`src/rtl/dpw_pkg.sv`:
```
package dpw_pkg;

  localparam int N_WIPER = 3;
  localparam int SEL_W   = 2;

  localparam logic [3:0] OP_NOP     = 4'h0;
  localparam logic [3:0] OP_RESTORE = 4'h1;
  localparam logic [3:0] OP_STORE   = 4'h2;
  localparam logic [3:0] OP_DN6_ONE = 4'h3;
  localparam logic [3:0] OP_DN6_ALL = 4'h4;
  localparam logic [3:0] OP_DN1_ONE = 4'h5;
  localparam logic [3:0] OP_DN1_ALL = 4'h6;
  localparam logic [3:0] OP_RESET   = 4'h7;
  localparam logic [3:0] OP_UP6_ONE = 4'h8;
  localparam logic [3:0] OP_UP6_ALL = 4'h9;
  localparam logic [3:0] OP_UP1_ONE = 4'hA;
  localparam logic [3:0] OP_UP1_ALL = 4'hB;

  typedef enum logic [2:0] {
    STEP_HOLD,
    STEP_UP1,
    STEP_DN1,
    STEP_UP6,
    STEP_DN6
  } step_e;

  typedef enum logic [1:0] {
    SEQ_IDLE,
    SEQ_STORE,
    SEQ_REFRESH
  } seq_e;

endpackage

```
`src/rtl/wiper_step.sv`:
```
module wiper_step
  import dpw_pkg::*;
#(
  parameter int W = 9
) (
  input  logic [W-1:0] val_i,
  input  step_e        kind_i,
  output logic [W-1:0] val_o
);

  localparam logic [W-1:0] FULL = {W{1'b1}};
  localparam logic [W-1:0] HALF = FULL >> 1;

  always_comb begin
    val_o = val_i;
    case (kind_i)
      STEP_UP1: val_o = (val_i == FULL) ? FULL : val_i + 1'b1;
      STEP_DN1: val_o = (val_i == '0) ? '0 : val_i - 1'b1;
      STEP_UP6: begin
        if (val_i == '0)       val_o = {{(W-1){1'b0}}, 1'b1};
        else if (val_i > HALF) val_o = FULL;
        else                   val_o = {val_i[W-2:0], 1'b0};
      end
      STEP_DN6: val_o = val_i >> 1;
      default:  val_o = val_i;
    endcase
  end

endmodule

```
`src/rtl/nv_array.sv`:
```
module nv_array
  import dpw_pkg::*;
#(
  parameter int WIDE_W   = 9,
  parameter int NARROW_W = 7,
  parameter int NV_LAT   = 6
) (
  input  logic                           clk_i,
  input  logic                           rst_ni,
  input  logic                           start_i,
  input  logic                           we_i,
  input  logic [SEL_W-1:0]               addr_i,
  input  logic [WIDE_W-1:0]              wdata_i,
  output logic                           done_o,
  output logic [N_WIPER-1:0][WIDE_W-1:0] rdata_o
);

  localparam int CW = (NV_LAT > 1) ? $clog2(NV_LAT) : 1;

  logic                           active_q, active_d;
  logic [CW-1:0]                  cnt_q, cnt_d;
  logic                           we_q, we_d;
  logic [SEL_W-1:0]               addr_q, addr_d;
  logic [WIDE_W-1:0]              data_q, data_d;
  logic [N_WIPER-1:0][WIDE_W-1:0] mem_q, mem_d;
  logic                           mem_en;

  function automatic logic [WIDE_W-1:0] mid_val(input int idx);
    if (idx == N_WIPER - 1) return WIDE_W'(1) << (NARROW_W - 1);
    return WIDE_W'(1) << (WIDE_W - 1);
  endfunction

  assign done_o  = active_q && (cnt_q == '0);
  assign rdata_o = mem_q;

  always_comb begin
    active_d = active_q;
    cnt_d    = cnt_q;
    we_d     = we_q;
    addr_d   = addr_q;
    data_d   = data_q;
    mem_d    = mem_q;
    mem_en   = 1'b0;
    if (!active_q) begin
      if (start_i) begin
        active_d = 1'b1;
        cnt_d    = CW'(NV_LAT - 1);
        we_d     = we_i;
        addr_d   = addr_i;
        data_d   = wdata_i;
      end
    end else if (cnt_q == '0) begin
      active_d = 1'b0;
      if (we_q) begin
        mem_d[addr_q] = data_q;
        mem_en        = 1'b1;
      end
    end else begin
      cnt_d = cnt_q - 1'b1;
    end
  end

  always_ff @(posedge clk_i or negedge rst_ni) begin
    if (!rst_ni) begin
      active_q <= 1'b0;
      cnt_q    <= '0;
      we_q     <= 1'b0;
      addr_q   <= '0;
      data_q   <= '0;
    end else begin
      active_q <= active_d;
      cnt_q    <= cnt_d;
      we_q     <= we_d;
      addr_q   <= addr_d;
      data_q   <= data_d;
    end
  end

  always_ff @(posedge clk_i or negedge rst_ni) begin
    if (!rst_ni) begin
      for (int i = 0; i < N_WIPER; i++) mem_q[i] <= mid_val(i);
    end else if (mem_en) begin
      mem_q <= mem_d;
    end
  end


  shadow_hold_chk: assert property (@(posedge clk_i) disable iff (!rst_ni)
    !active_q |=> $stable(mem_q));

endmodule

```
`src/rtl/wiper_cmd_exec.sv`:
```
module wiper_cmd_exec
  import dpw_pkg::*;
#(
  parameter int WIDE_W   = 9,
  parameter int NARROW_W = 7,
  parameter int NV_LAT   = 6
) (
  input  logic                clk_i,
  input  logic                rst_ni,
  input  logic                hw_reload_i,
  input  logic                cmd_valid_i,
  input  logic [3:0]          cmd_op_i,
  input  logic [SEL_W-1:0]    cmd_sel_i,
  output logic                busy_o,
  output logic                rd_state_o,
  output logic [WIDE_W-1:0]   wiper0_o,
  output logic [WIDE_W-1:0]   wiper1_o,
  output logic [NARROW_W-1:0] wiper2_o
);

  localparam int MAXW = WIDE_W;

  seq_e                         seq_q, seq_d;
  logic [N_WIPER-1:0][MAXW-1:0] wip_q, wip_d, step_val, nv_rdata;
  logic [N_WIPER-1:0]           wip_en;
  logic                         rd_q, rd_d;
  logic                         accept, reload_go, sel_ok, one_op, all_op;
  step_e                        kind;
  step_e                        kind_w [N_WIPER];
  logic                         nv_start, nv_we, nv_done;
  logic [MAXW-1:0]              nv_wdata;

  assign accept    = cmd_valid_i && (seq_q == SEQ_IDLE) && !hw_reload_i;
  assign reload_go = hw_reload_i && (seq_q == SEQ_IDLE);
  assign sel_ok    = cmd_sel_i < SEL_W'(N_WIPER);

  // opcode decode into a step kind and a scope
  always_comb begin
    kind   = STEP_HOLD;
    one_op = 1'b0;
    all_op = 1'b0;
    case (cmd_op_i)
      OP_UP1_ONE: begin kind = STEP_UP1; one_op = 1'b1; end
      OP_DN1_ONE: begin kind = STEP_DN1; one_op = 1'b1; end
      OP_UP6_ONE: begin kind = STEP_UP6; one_op = 1'b1; end
      OP_DN6_ONE: begin kind = STEP_DN6; one_op = 1'b1; end
      OP_UP1_ALL: begin kind = STEP_UP1; all_op = 1'b1; end
      OP_DN1_ALL: begin kind = STEP_DN1; all_op = 1'b1; end
      OP_UP6_ALL: begin kind = STEP_UP6; all_op = 1'b1; end
      OP_DN6_ALL: begin kind = STEP_DN6; all_op = 1'b1; end
      default: ;
    endcase
  end

  // nonvolatile cycle launch
  always_comb begin
    nv_start = 1'b0;
    nv_we    = 1'b0;
    nv_wdata = wip_q[cmd_sel_i];
    if (reload_go) begin
      nv_start = 1'b1;
    end else if (accept && (cmd_op_i == OP_STORE) && sel_ok) begin
      nv_start = 1'b1;
      nv_we    = 1'b1;
    end else if (accept && (cmd_op_i == OP_RESET)) begin
      nv_start = 1'b1;
    end
  end

  nv_array #(
    .WIDE_W  (WIDE_W),
    .NARROW_W(NARROW_W),
    .NV_LAT  (NV_LAT)
  ) u_nv (
    .clk_i  (clk_i),
    .rst_ni (rst_ni),
    .start_i(nv_start),
    .we_i   (nv_we),
    .addr_i (cmd_sel_i),
    .wdata_i(nv_wdata),
    .done_o (nv_done),
    .rdata_o(nv_rdata)
  );

  for (genvar gi = 0; gi < N_WIPER; gi++) begin : g_wip
    localparam int WW = (gi == N_WIPER - 1) ? NARROW_W : WIDE_W;
    always_comb begin
      kind_w[gi] = STEP_HOLD;
      if (accept && (all_op || (one_op && sel_ok && (cmd_sel_i == SEL_W'(gi)))))
        kind_w[gi] = kind;
    end
    wiper_step #(.W(WW)) u_step (
      .val_i (wip_q[gi][WW-1:0]),
      .kind_i(kind_w[gi]),
      .val_o (step_val[gi][WW-1:0])
    );
    if (WW < MAXW) begin : g_pad
      assign step_val[gi][MAXW-1:WW] = '0;
    end
  end

  // sequencer and wiper next state
  always_comb begin
    seq_d = seq_q;
    case (seq_q)
      SEQ_IDLE:    if (nv_start) seq_d = nv_we ? SEQ_STORE : SEQ_REFRESH;
      SEQ_STORE:   if (nv_done) seq_d = SEQ_IDLE;
      SEQ_REFRESH: if (nv_done) seq_d = SEQ_IDLE;
      default:     seq_d = SEQ_IDLE;
    endcase
    for (int i = 0; i < N_WIPER; i++) begin
      wip_d[i]  = step_val[i];
      wip_en[i] = (kind_w[i] != STEP_HOLD);
      if (accept && (cmd_op_i == OP_RESTORE) && sel_ok && (cmd_sel_i == SEL_W'(i))) begin
        wip_d[i]  = nv_rdata[i];
        wip_en[i] = 1'b1;
      end
      if ((seq_q == SEQ_REFRESH) && nv_done) begin
        wip_d[i]  = nv_rdata[i];
        wip_en[i] = 1'b1;
      end
    end
    rd_d = rd_q;
    if (accept && (cmd_op_i == OP_RESTORE) && sel_ok) rd_d = 1'b1;
    else if (accept && (cmd_op_i == OP_NOP))          rd_d = 1'b0;
  end

  always_ff @(posedge clk_i or negedge rst_ni) begin
    if (!rst_ni) begin
      seq_q <= SEQ_IDLE;
      rd_q  <= 1'b0;
    end else begin
      seq_q <= seq_d;
      rd_q  <= rd_d;
    end
  end

  for (genvar gr = 0; gr < N_WIPER; gr++) begin : g_reg
    always_ff @(posedge clk_i or negedge rst_ni) begin
      if (!rst_ni)         wip_q[gr] <= '0;
      else if (wip_en[gr]) wip_q[gr] <= wip_d[gr];
    end
  end

  assign busy_o     = (seq_q != SEQ_IDLE);
  assign rd_state_o = rd_q;
  assign wiper0_o   = wip_q[0];
  assign wiper1_o   = wip_q[1];
  assign wiper2_o   = wip_q[N_WIPER-1][NARROW_W-1:0];


  busy_ignore_chk: assert property (@(posedge clk_i) disable iff (!rst_ni)
    (busy_o && !nv_done) |=> $stable(wip_q));


  refresh_load_chk: assert property (@(posedge clk_i) disable iff (!rst_ni)
    ((seq_q == SEQ_REFRESH) && nv_done) |=> (wip_q == $past(nv_rdata)));


  rd_clear_chk: assert property (@(posedge clk_i) disable iff (!rst_ni)
    $fell(rd_q) |-> $past(cmd_valid_i && (cmd_op_i == OP_NOP) && !busy_o && !hw_reload_i));


  no_overflow_chk: assert property (@(posedge clk_i) disable iff (!rst_ni)
    (accept && (cmd_op_i == OP_UP1_ALL) && (wiper2_o == {NARROW_W{1'b1}}))
      |=> (wiper2_o == {NARROW_W{1'b1}}));


  no_underflow_chk: assert property (@(posedge clk_i) disable iff (!rst_ni)
    (accept && (cmd_op_i == OP_DN1_ALL) && (wiper0_o == '0)) |=> (wiper0_o == '0));

endmodule

```
`config.mk`:
```
export PLATFORM = sky130hd
export DESIGN_NAME = wiper_cmd_exec
export DESIGN_NICKNAME = d
export VERILOG_FILES = /design/src/rtl/dpw_pkg.sv /design/src/rtl/wiper_step.sv /design/src/rtl/nv_array.sv /design/src/rtl/wiper_cmd_exec.sv
export SDC_FILE = /design/constraint.sdc
export NUM_CORES = 1
export LEC_CHECK = 0
export ABC_AREA = 1
export BUFFER_PORTS_ARGS = -buffer_cell sky130_fd_sc_hd__buf_2
export CAP_MARGIN = 40
export CELL_PAD_IN_SITES_DETAIL_PLACEMENT = 1
export CELL_PAD_IN_SITES_GLOBAL_PLACEMENT = 1
export CORE_UTILIZATION = 44
export CTS_CLUSTER_DIAMETER = 50
export CTS_CLUSTER_SIZE = 30
export DETAILED_ROUTE_END_ITERATION = 8
export GPL_ROUTABILITY_DRIVEN = 0
export PLACE_DENSITY_LB_ADDON = 0.1
export SYNTH_ARGS = -nofsm -noshare
export SYNTH_HDL_FRONTEND = slang
export SYNTH_SLANG_ARGS = --single-unit
```
`constraint.sdc`:
```
create_clock -name clk_i -period 2.3 [get_ports clk_i]
set_input_delay 0.115 -clock clk_i [delete_from_list [all_inputs] [get_ports clk_i]]
set_output_delay 0.115 -clock clk_i [all_outputs]
set_load 0.005 [all_outputs]
```
### Word-level counts from Yosys, hierarchy flattened

Cells that the tools add are included.

* add/subtract/negate cells: 7
* equal/unequal tests: 33
* magnitude comparators: 7
* bitwise operators: 1
* muxes and demuxes: 58
* reduce and logical (&&, ||, !) cells: 56

Operators by type and width (count)
* 9-bit two-way mux: 16
* 9-bit one-hot mux with 4 select lines: 2
* 7-bit two-way mux: 4
* 7-bit one-hot mux with 4 select lines: 1
* 27-bit bitwise mux: 1
* 1-bit logical AND: 22
* 1-bit two-way mux: 21
* 9-bit by 1-bit adder with 9-bit output (second input constant): 2
* 9-bit binary-select mux with 2-bit select: 1
* 9-bit demux with 2-bit select: 1
* 3-bit by 2-bit equality test with 1-bit output (second input constant): 6
* 9-bit equality test (second input constant): 2
* 9-bit by 8-bit greater-than comparator with 1-bit output (second input constant): 2
* 9-bit logical NOT: 2
* 3-bit two-way mux: 6
* 6-bit nonzero test: 3
* 9-bit by 1-bit subtractor with 9-bit output (second input constant): 2
* 4-bit by 3-bit equality test with 1-bit output (second input constant): 4
* 4-bit equality test (second input constant): 4
* 3-bit one-hot mux with 4 select lines: 1
* 2-bit AND reduction: 6
* 2-bit OR reduction: 5
* 3-bit by 1-bit equality test with 1-bit output (second input constant): 3
* 3-bit equality test (second input constant): 3
* 27 further kinds: 42

* output and inout port bits: 27
* logic and storage cells: 176
* bits of input ports: 10
* bits in registers: 73

### Depth between registers and ports, before layout

Gate-level depths: netlist (run 1).

* depth in word-level cells: 12
* mapped depth: 14
* depth with buffers taken out: 14

### Modules after synthesis

From an unflattened synthesis (run 1), not the netlist that was laid out.

* cell total of the unflattened synthesis: 1030
* area total of the unflattened synthesis: 6739.0 µm²

By module, submodules not included
* wiper_cmd_exec: cells each 351, instances 1, seq. area each 750.7 µm², area each 2383.5 µm²
* nv_array: cells each 217, instances 1, seq. area each 1079.8 µm², area each 1976.9 µm²
* wiper_step (g_wip[0].u_step ...): cells each 170, instances 2, seq. area each 0.0 µm², area each 859.6 µm²
* wiper_step (g_wip[2].u_step): cells each 122, instances 1, seq. area each 0.0 µm², area each 659.4 µm²

### Least setup slack after synthesis (run 1)

OpenSTA, ideal clock, no wires.

* path type: register -> register
* start point: register seq_q[0]
* end point: register u_nv.data_q[0]
* data required time: 2.171 ns
* stages on the path, launching flop included: 11
* period minus slack after synthesis: 1.883 ns
* path buffers: 1
* arrival time: 1.754 ns
* setup slack: 0.417 ns
* setup time: 0.129 ns
* cell sequence: dfrtp_1 inv_1 ha_1 nand2_1 nor2_4 inv_1 o311ai_2 nand2_2 inv_2 buf_2 o21ai_0

* longest elaborated chain between the ends: 8
* elaborated cells on any way between the ends: 11
* those cells by class: 3 x mux; 8 x reduce/logical

Ends and longest elaborated chain
* start: declaration: RTL line wiper_cmd_exec.sv:23 `seq_e seq_q, seq_d;`
* start signal: assignment: RTL line wiper_cmd_exec.sv:133 `seq_q <= seq_d;`
* 2-bit logical NOT *: RTL line wiper_cmd_exec.sv:33, wiper_cmd_exec.sv:34
* 1-bit logical AND (2 in series): RTL line wiper_cmd_exec.sv:33 `assign accept = cmd_valid_i && (seq_q == SEQ_IDLE) && !hw_reload_i;`
* 1-bit logical AND (on tied branches): RTL line wiper_cmd_exec.sv:65, wiper_cmd_exec.sv:62
* 1-bit two-way mux or 1-bit logical AND (tied branches): RTL line wiper_cmd_exec.sv:65, wiper_cmd_exec.sv:62
* 1-bit two-way mux: RTL line wiper_cmd_exec.sv:62 `end else if (accept && (cmd_op_i == OP_STORE) && sel_ok) begin`
* 1-bit two-way mux *: RTL line wiper_cmd_exec.sv:60 `if (reload_go) begin`
* 2-bit AND reduction (no source line) *
* end signal: assignment: RTL line nv_array.sv:75 `data_q <= data_d;`
* end: declaration: RTL line nv_array.sv:24 `logic [WIDE_W-1:0] data_q, data_d;`

Mark *: on every way between the ends. The rest lies on a longest branch, timed or not.
A chain may end at the register's enable or synchronous reset.

### Worst setup path in the final report (run 1)

* start point: register seq_q[0]
* end point: register wip_q, in the netlist wiper1_o[4]

* longest elaborated chain between the ends: 9
* elaborated cells on any way between the ends: 22
* those cells by class: 5 x eq/ne; 6 x mux; 11 x reduce/logical

Ends and longest elaborated chain
* 2-bit logical NOT: RTL line wiper_cmd_exec.sv:33
* 1-bit logical AND (2 in series): RTL line wiper_cmd_exec.sv:33
* 1-bit logical AND (on tied branches): RTL line wiper_cmd_exec.sv:89, wiper_cmd_exec.sv:114
* 3-bit two-way mux or 1-bit logical AND (tied branches): RTL line wiper_cmd_exec.sv:89, wiper_cmd_exec.sv:114
* 3-bit equality test (tied with other cells): RTL line wiper_step.sv:16 `case (kind_i)`
* 9-bit one-hot mux with 4 select lines or 1-bit two-way mux (tied branches): RTL line wiper_step.sv:16, wiper_cmd_exec.sv:114
* 9-bit two-way mux or 1-bit two-way mux (tied branches): RTL line wiper_cmd_exec.sv:114, wiper_cmd_exec.sv:118
* 9-bit two-way mux or 2-bit AND reduction (tied branches)
* end signal: indexed assignment: RTL line wiper_cmd_exec.sv:141 `else if (wip_en[gr]) wip_q[gr] <= wip_d[gr];`
* end: declaration: RTL line wiper_cmd_exec.sv:24 `logic [N_WIPER-1:0][MAXW-1:0] wip_q, wip_d, step_val, nv_rdata;`

Parallel ways exist; a longest one is shown, timed or not.

==> results of run 1 <==
through the flow:
stage,instances,hold slack (ps)
finish,974,94.96
global route,974,129.8
CTS,971,85.66
detailed placement,954,64.33
global placement,953,319.7
floorplan,791,-180.6
worst register-to-register path, cell delays in order (launching register included):
cell     delay (ps)
dfrtp_1         390
inv_1            90
ha_1            230
nand2_1         120
nor2_4          120
inv_1           170
a21oi_4         350
o21ai_4         190
inv_1           160
o21ai_0         100
o21ai_1         160
nand2_1          70
synth_stat cells, types with 6 or more instances:
master and number:
o22ai_1 9, nand2_1 202, buf_2 6, nand3_1 38
ha_1 11, a21oi_1 31, inv_1 92, xor2_1 17
nor2_1 112, buf_4 26, nand4_1 8, dfrtp_1 70
o21ai_1 6, nor3_1 8, o21ai_0 96
sequential cells by signal (all words and copies together) (netlist names):
| signal | cells |
|---|---|
| rd_state_o | 1 |
| wiper0_o | 9 |
| u_nv.we_q | 1 |
| u_nv.cnt_q | 3 |
| u_nv.data_q | 9 |
| u_nv.rdata_o | 27 |
| u_nv.addr_q | 2 |
| seq_q | 2 |
| wiper2_o | 7 |
| u_nv.active_q | 1 |
| wip_q | 2 |
| wiper1_o | 9 |
worst paths after layout:
check,endpoint,slack (ps),cells past startpoint,from
min in group asynchronous,wiper0_o[4],230,2,rst_ni
max in group asynchronous,u_nv.rdata_o[24],1440,3,rst_ni
worst max register to register,wiper1_o[4],30,11,seq_q[0]
worst min register to register,u_nv.rdata_o[15],490,2,u_nv.rdata_o[15]
worst min-delay path,u_nv.addr_q[1],90,3,cmd_sel_i[1]
worst max-delay path,wiper1_o[4],30,11,seq_q[0]
repair_timing:
item,4_1_cts,5_1_grt
buffers inserted,0,2
hold buffers,1,0
gates resized for setup,0,16
endpoints found under the setup margin,0,22
hold endpoints to repair,24,0
power by group through the flow:
stage / registers, W / logic [W] / clock network, W
2_1_floorplan: 0.00182 / 0.00210 / 0
5_1_grt: 0.00196 / 0.00327 / 0.00139
6_report: 0.00192 / 0.00294 / 0.00133
4_1_cts: 0.00191 / 0.00289 / 0.00135
3_5_place_dp: 0.00193 / 0.00287 / 0
3_3_place_gp: 0.00190 / 0.00275 / 0
kinds of logic after synthesis:
group / Yosys count
AO/OA/AOI/OAI: 168
adder cells (fa/ha/maj): 11
buffers and inverters: 134
XOR/XNOR: 19
AND/OR/NAND/NOR: 386
flip-flops: 73
layout make-up:
cell class,count,area share
Clock inverter,7,0.007780
Sequential cell,73,0.3078
Tap cell,143,0.03007
Clock buffer,9,0.03785
Inverter,97,0.06161
Timing Repair Buffer,61,0.06602
Multi-Input combinational cell,584,0.4889
per-layer routing:
layer	global-route usage	vias up
met5	0	-
met2	0.4957	109
li1	-	2609
met1	0.3822	2698
met4	0.09099	0
met3	0.04682	23
==> results.sh, run 1 <==
export IMPL_cp_required_ps=2530
export IMPL_synth_top_family_by_area="simple AND/OR/NAND/NOR gates"
export IMPL_p_sw_w=0.002858
export IMPL_wl_met2_mm=8.505
export IMPL_rsz0062_at_grt="yes"
export IMPL_num_rows=39
export IMPL_routedWlPerCell_microns=17.93
export IMPL_n_fill_cell=1550
export IMPL_tightest_slew_ps=558.5
export IMPL_fp_dieH_microns=111.7
export IMPL_power_density_nw_per_um2=1039
export IMPL_clkLatencyLatePin_ps=350
export IMPL_synth_seq_area_share=0.3458
export IMPL_drive_gt1_frac=0.1372
export IMPL_setup_ws_ps=30.66
export IMPL_ant_nets=0
export IMPL_internal_power_w=0.003325
export IMPL_violations="design-rule violations"
export IMPL_final_cell_mix="nand2_1 (200), nor2_1 (110), o21ai_0 (96)"
export IMPL_drt_initial_drc_count=312
export IMPL_cp_arrival_ps=2500
export IMPL_ys_flop_type="dfrtp_1"
export IMPL_wl_met3_microns=639
export IMPL_skew_ps=5.279
export IMPL_critPathSlowestCell="dfrtp_1"
export IMPL_synth_top_area_share=0.3309
export IMPL_yosys_warnings=0
export IMPL_cts_reportedPaths_clkPinSlew_ps=60
export IMPL_synth_edf_count=0
export IMPL_crit_type="flop to flop"
export IMPL_drc=1
export IMPL_p_clk_frac=0.215
export IMPL_cts_sinks=73
export IMPL_finalMaxSlewViolations=0
export IMPL_htree_levels=3
export IMPL_min_path_type="input port to flop"
export IMPL_top_layer="met4"
export IMPL_synth_area_leaders="dfrtp_1 (33%), nand2_1 (14%), o21ai_0 (9.1%), nor2_1 (7.9%), inv_1 (6.5%)"
export IMPL_crit_top_cell="inv_1"
export IMPL_multiInputGateArea_sq_um=2909
export IMPL_grt_overflow_total=0
export IMPL_postPlaceCellArea_sq_um=5589
export IMPL_maxCapViolations=0
export IMPL_ir_drop_mv=0.4548
export IMPL_leakagePower_nw=2.879
export IMPL_antenna_found_initial=0
export IMPL_synthCells=791
export IMPL_synth_compound_area_frac=0.1792
export IMPL_finalInstanceArea_sq_um=5951
export IMPL_async_flop_share=1.000
export IMPL_slowest_delay_ps=390
export IMPL_die_w_microns=111.7
export IMPL_io_pins=37
export IMPL_start_kind="flop"
export IMPL_max_freq_mhz=440.7
export IMPL_crit_fanout=11
export IMPL_dp_slack_ps=31.48
export IMPL_wirelength_mm=17.46
export IMPL_synth_xor_area_frac=0.03143
export IMPL_grt_pass1_vias=5593
export IMPL_finish_utilization=0.5146
export IMPL_seqPwrFrac=0.310
export IMPL_path_delay_family="compound AO/OA/AOI/OAI gates"
export IMPL_layout_commonest_cell="nand2_1"
export IMPL_p_comb_frac=0.475
export IMPL_antennaDiodeCount=0
export IMPL_fin_tns_setup_ps=0
export IMPL_finalSetupViolCount=0
export IMPL_core_sq_um=11560
export IMPL_synthMuxAreaShare=0
export IMPL_syn_area_sq_um=5294
export IMPL_swShare=0.4623
export IMPL_die_area_sq_um=12470
export IMPL_maxSlewHeadroom=0.6256
export IMPL_cts_root_buf="clkbuf_16"
export IMPL_numCtsBuffers=9
export IMPL_finalCritPeriodShare=0.9867
export IMPL_viasPerCell=5.584
export IMPL_vias=5439
export IMPL_finalHoldViolCount=0
export IMPL_dp_hpwl_mm=13.31
export IMPL_wl_met1_mm=7.999
export IMPL_end_kind="flop"
export IMPL_cp_cell_sequence="inv_1 > ha_1 > nand2_1 > nor2_4 > inv_1 > a21oi_4 > o21ai_4 > inv_1 > o21ai_0 > o21ai_1 > nand2_1"
export IMPL_seqCellArea_sq_um=1832
export IMPL_grt_max_degree=50
export IMPL_io_buffers=36
export IMPL_status="finished, violations left"
export IMPL_clockBufferDepth=2
export IMPL_initial_core_util=0.4578
export IMPL_syn2layout_area_growth_pct=12.41
export IMPL_cts_tree="done"
export IMPL_finalPower_w=0.006183
export IMPL_ys_ff_latch=73
export IMPL_grt_usage=0.2925
export IMPL_drtPass1Iterations=6
export IMPL_synth_adder_area_share=0.02600
export IMPL_fin_nets=847
export IMPL_synthSimpleGateAreaFrac=0.3028
export IMPL_syn_avg_cell_area_sq_um=6.693
export IMPL_worst_path_buf_inv=3
export IMPL_ys_types=42
export IMPL_synth_top_area_cell="dfrtp_1"
export IMPL_min_period_ps=2269
export IMPL_grt_pass1_wl_mm=28.72
export IMPL_syn_num_nets=812
Note: power is estimated with default switching activity, not from simulation.
==> run 2, diff against run 1 <==
--- a/config.mk
+++ b/config.mk
@@ -15,7 +15,7 @@
 export CTS_CLUSTER_SIZE = 30
 export DETAILED_ROUTE_END_ITERATION = 8
 export GPL_ROUTABILITY_DRIVEN = 0
-export PLACE_DENSITY_LB_ADDON = 0.1
+export PLACE_DENSITY_LB_ADDON = 0.15
 export SYNTH_ARGS = -nofsm -noshare
 export SYNTH_HDL_FRONTEND = slang
 export SYNTH_SLANG_ARGS = --single-unit
==> run 2 against run 1 <==
Effect of this change: the flow still finishes with violations (design-rule violations); first-iteration DRC count is 1.9% higher; core utilization up 0.90 points; clock power increased by 26%; via count about the same; sequential share of layout area shrank 0.53 points; register-to-register slack better by 90 ps; fmax grew 4.3%; worst hold slack better by 26 ps; final area is 1.7% higher; global-route usage fell by 0.75 points; clock skew rose by 3.0 ps; largest cell class unchanged; largest power group unchanged.
==> results.sh, run 2 (same netlist as run 1, synthesis figures left out) <==
export IMPL_die_w_microns=111.7
export IMPL_wl_met2_mm=8.474
export IMPL_layout_cells_non_filler=973
export IMPL_antenna_found_initial=0
export IMPL_ant_nets=0
export IMPL_grt_usage=0.2849
export IMPL_finish_utilization=0.5235
export IMPL_routedWlPerCell_microns=17.58
export IMPL_status="finished, violations left"
export IMPL_cts_tree="done"
export IMPL_maxSlewHeadroom=0.5763
export IMPL_tightest_slew_ps=635.5
export IMPL_clockBufferDepth=2
export IMPL_grt_overflow_total=0
export IMPL_wl_met1_mm=7.656
export IMPL_largest_reg_flops=27
export IMPL_final_cell_mix="nand2_1 (200), nor2_1 (107), o21ai_0 (96)"
export IMPL_finalHoldViolCount=0
export IMPL_min_path_type="input port to flop"
export IMPL_grt_max_degree=48
export IMPL_cts_root_buf="clkbuf_16"
export IMPL_seqCellArea_sq_um=1832
export IMPL_violations="design-rule violations"
export IMPL_num_rows=39
export IMPL_core_sq_um=11560
export IMPL_cp_required_ps=2530
export IMPL_power_density_nw_per_um2=1073
export IMPL_max_freq_mhz=459.8
export IMPL_end_kind="flop"
export IMPL_syn2layout_area_growth_pct=14.37
export IMPL_n_fill_cell=1549
export IMPL_dp_hpwl_mm=12.81
export IMPL_rsz0062_at_grt="yes"
export IMPL_drive_gt1_frac=0.1434
export IMPL_drt_initial_drc_count=318
export IMPL_wirelength_mm=17.11
export IMPL_fin_nets=846
export IMPL_htree_levels=3
export IMPL_dp_slack_ps=75.17
export IMPL_finalCritPeriodShare=0.9456
export IMPL_skew_ps=8.287
export IMPL_min_period_ps=2175
export IMPL_io_pins=37
export IMPL_dp_cells=951
export IMPL_cp_arrival_ps=2410
export IMPL_maxCapViolations=0
export IMPL_drc=3
export IMPL_vias=5437
export IMPL_drtPass1Iterations=7
export IMPL_finalMaxSlewViolations=0
export IMPL_multiInputGateArea_sq_um=2943
export IMPL_initial_core_util=0.4578
export IMPL_fin_tns_setup_ps=0
export IMPL_die_area_sq_um=12470
export IMPL_cts_reportedPaths_clkPinSlew_ps=60
export IMPL_fp_dieH_microns=111.7
export IMPL_antennaDiodeCount=0
export IMPL_crit_type="flop to flop"
export IMPL_finalSetupViolCount=0
export IMPL_numCtsBuffers=9
export IMPL_ir_drop_mv=0.4570
export IMPL_viasPerCell=5.588
export IMPL_layout_commonest_cell="nand2_1"
export IMPL_grt_pass1_vias=5490
export IMPL_crit_fanout=9
export IMPL_setup_ws_ps=125.0
export IMPL_r2r_slack_ps=130
export IMPL_wl_met3_microns=777
export IMPL_io_buffers=36
export IMPL_grt_pass1_wl_mm=28.25
export IMPL_leakagePower_nw=2.935
export IMPL_cts_sinks=73
export IMPL_hold_slack_ps=120.7
export IMPL_start_kind="flop"
export IMPL_top_layer="met4"
export IMPL_clkLatencyLatePin_ps=340
-- run 2: cell types whose count changed in the layout (fill, tap and decap cells not counted), sizes merged --
cell | before | now
bufinv | 0 | 3
buf | 60 | 59
clkinvlp | 3 | 0
-- run 2: where the power goes --
part	internal, W	switching (W)	total, W
Combinational	0.00101	0.00188	0.00289
Clock	0.00107	0.000608	0.00168
Sequential	0.00157	0.000359	0.00193
-- run 2: layout make-up --
type,instances,share of cell area
Inverter,97,0.06034
Clock buffer,9,0.03720
Multi-Input combinational cell,584,0.4861
Tap cell,143,0.02955
Clock inverter,7,0.02067
Sequential cell,73,0.3025
Timing Repair Buffer,60,0.06365
-- run 2: per-stage QoR --
step | total power (W) | instance area [sq um]
6_report | 0.006498 | 6055
5_1_grt | 0.006968 | 6055
4_1_cts | 0.006433 | 5927
3_5_place_dp | 0.004731 | 5567
3_3_place_gp | 0.004595 | 5539
2_1_floorplan | 0.003919 | 5294
-- run 2: worst max-delay path, stage by stage (launching register included) --
cell	delay, ps
dfrtp_2	470
inv_1	160
ha_1	220
nand2_1	130
nor2_2	200
nand3_1	130
nor2_1	140
buf_4	150
a211oi_1	50
a21oi_1	180
nand3_1	90
nand2_1	90
nand2_1	50
-- run 2: what timing repair did --
item	in CTS	in global routing
buffers inserted	0	5
resized for setup	0	23
endpoints found under the hold margin	26	0
endpoints found under the setup margin	0	28
hold buffers	1	0
-- run 2: worst paths after layout --
check / from / to / cells after the start
min reg2reg: u_nv.we_q / u_nv.we_q / 2
max reg2reg: wiper1_o[1] / wiper1_o[6] / 12
min in group asynchronous: rst_ni / wiper0_o[8] / 2
max in group asynchronous: rst_ni / u_nv.rdata_o[24] / 3
min: cmd_sel_i[1] / u_nv.addr_q[1] / 3
max: wiper1_o[1] / wiper1_o[6] / 12
-- run 2: routing by layer --
layer  global-route usage  vias up
met5                    0        -
met4              0.09009        0
met3              0.03974       16
met2               0.4894      132
met1               0.3699     2678
li1                     -     2611
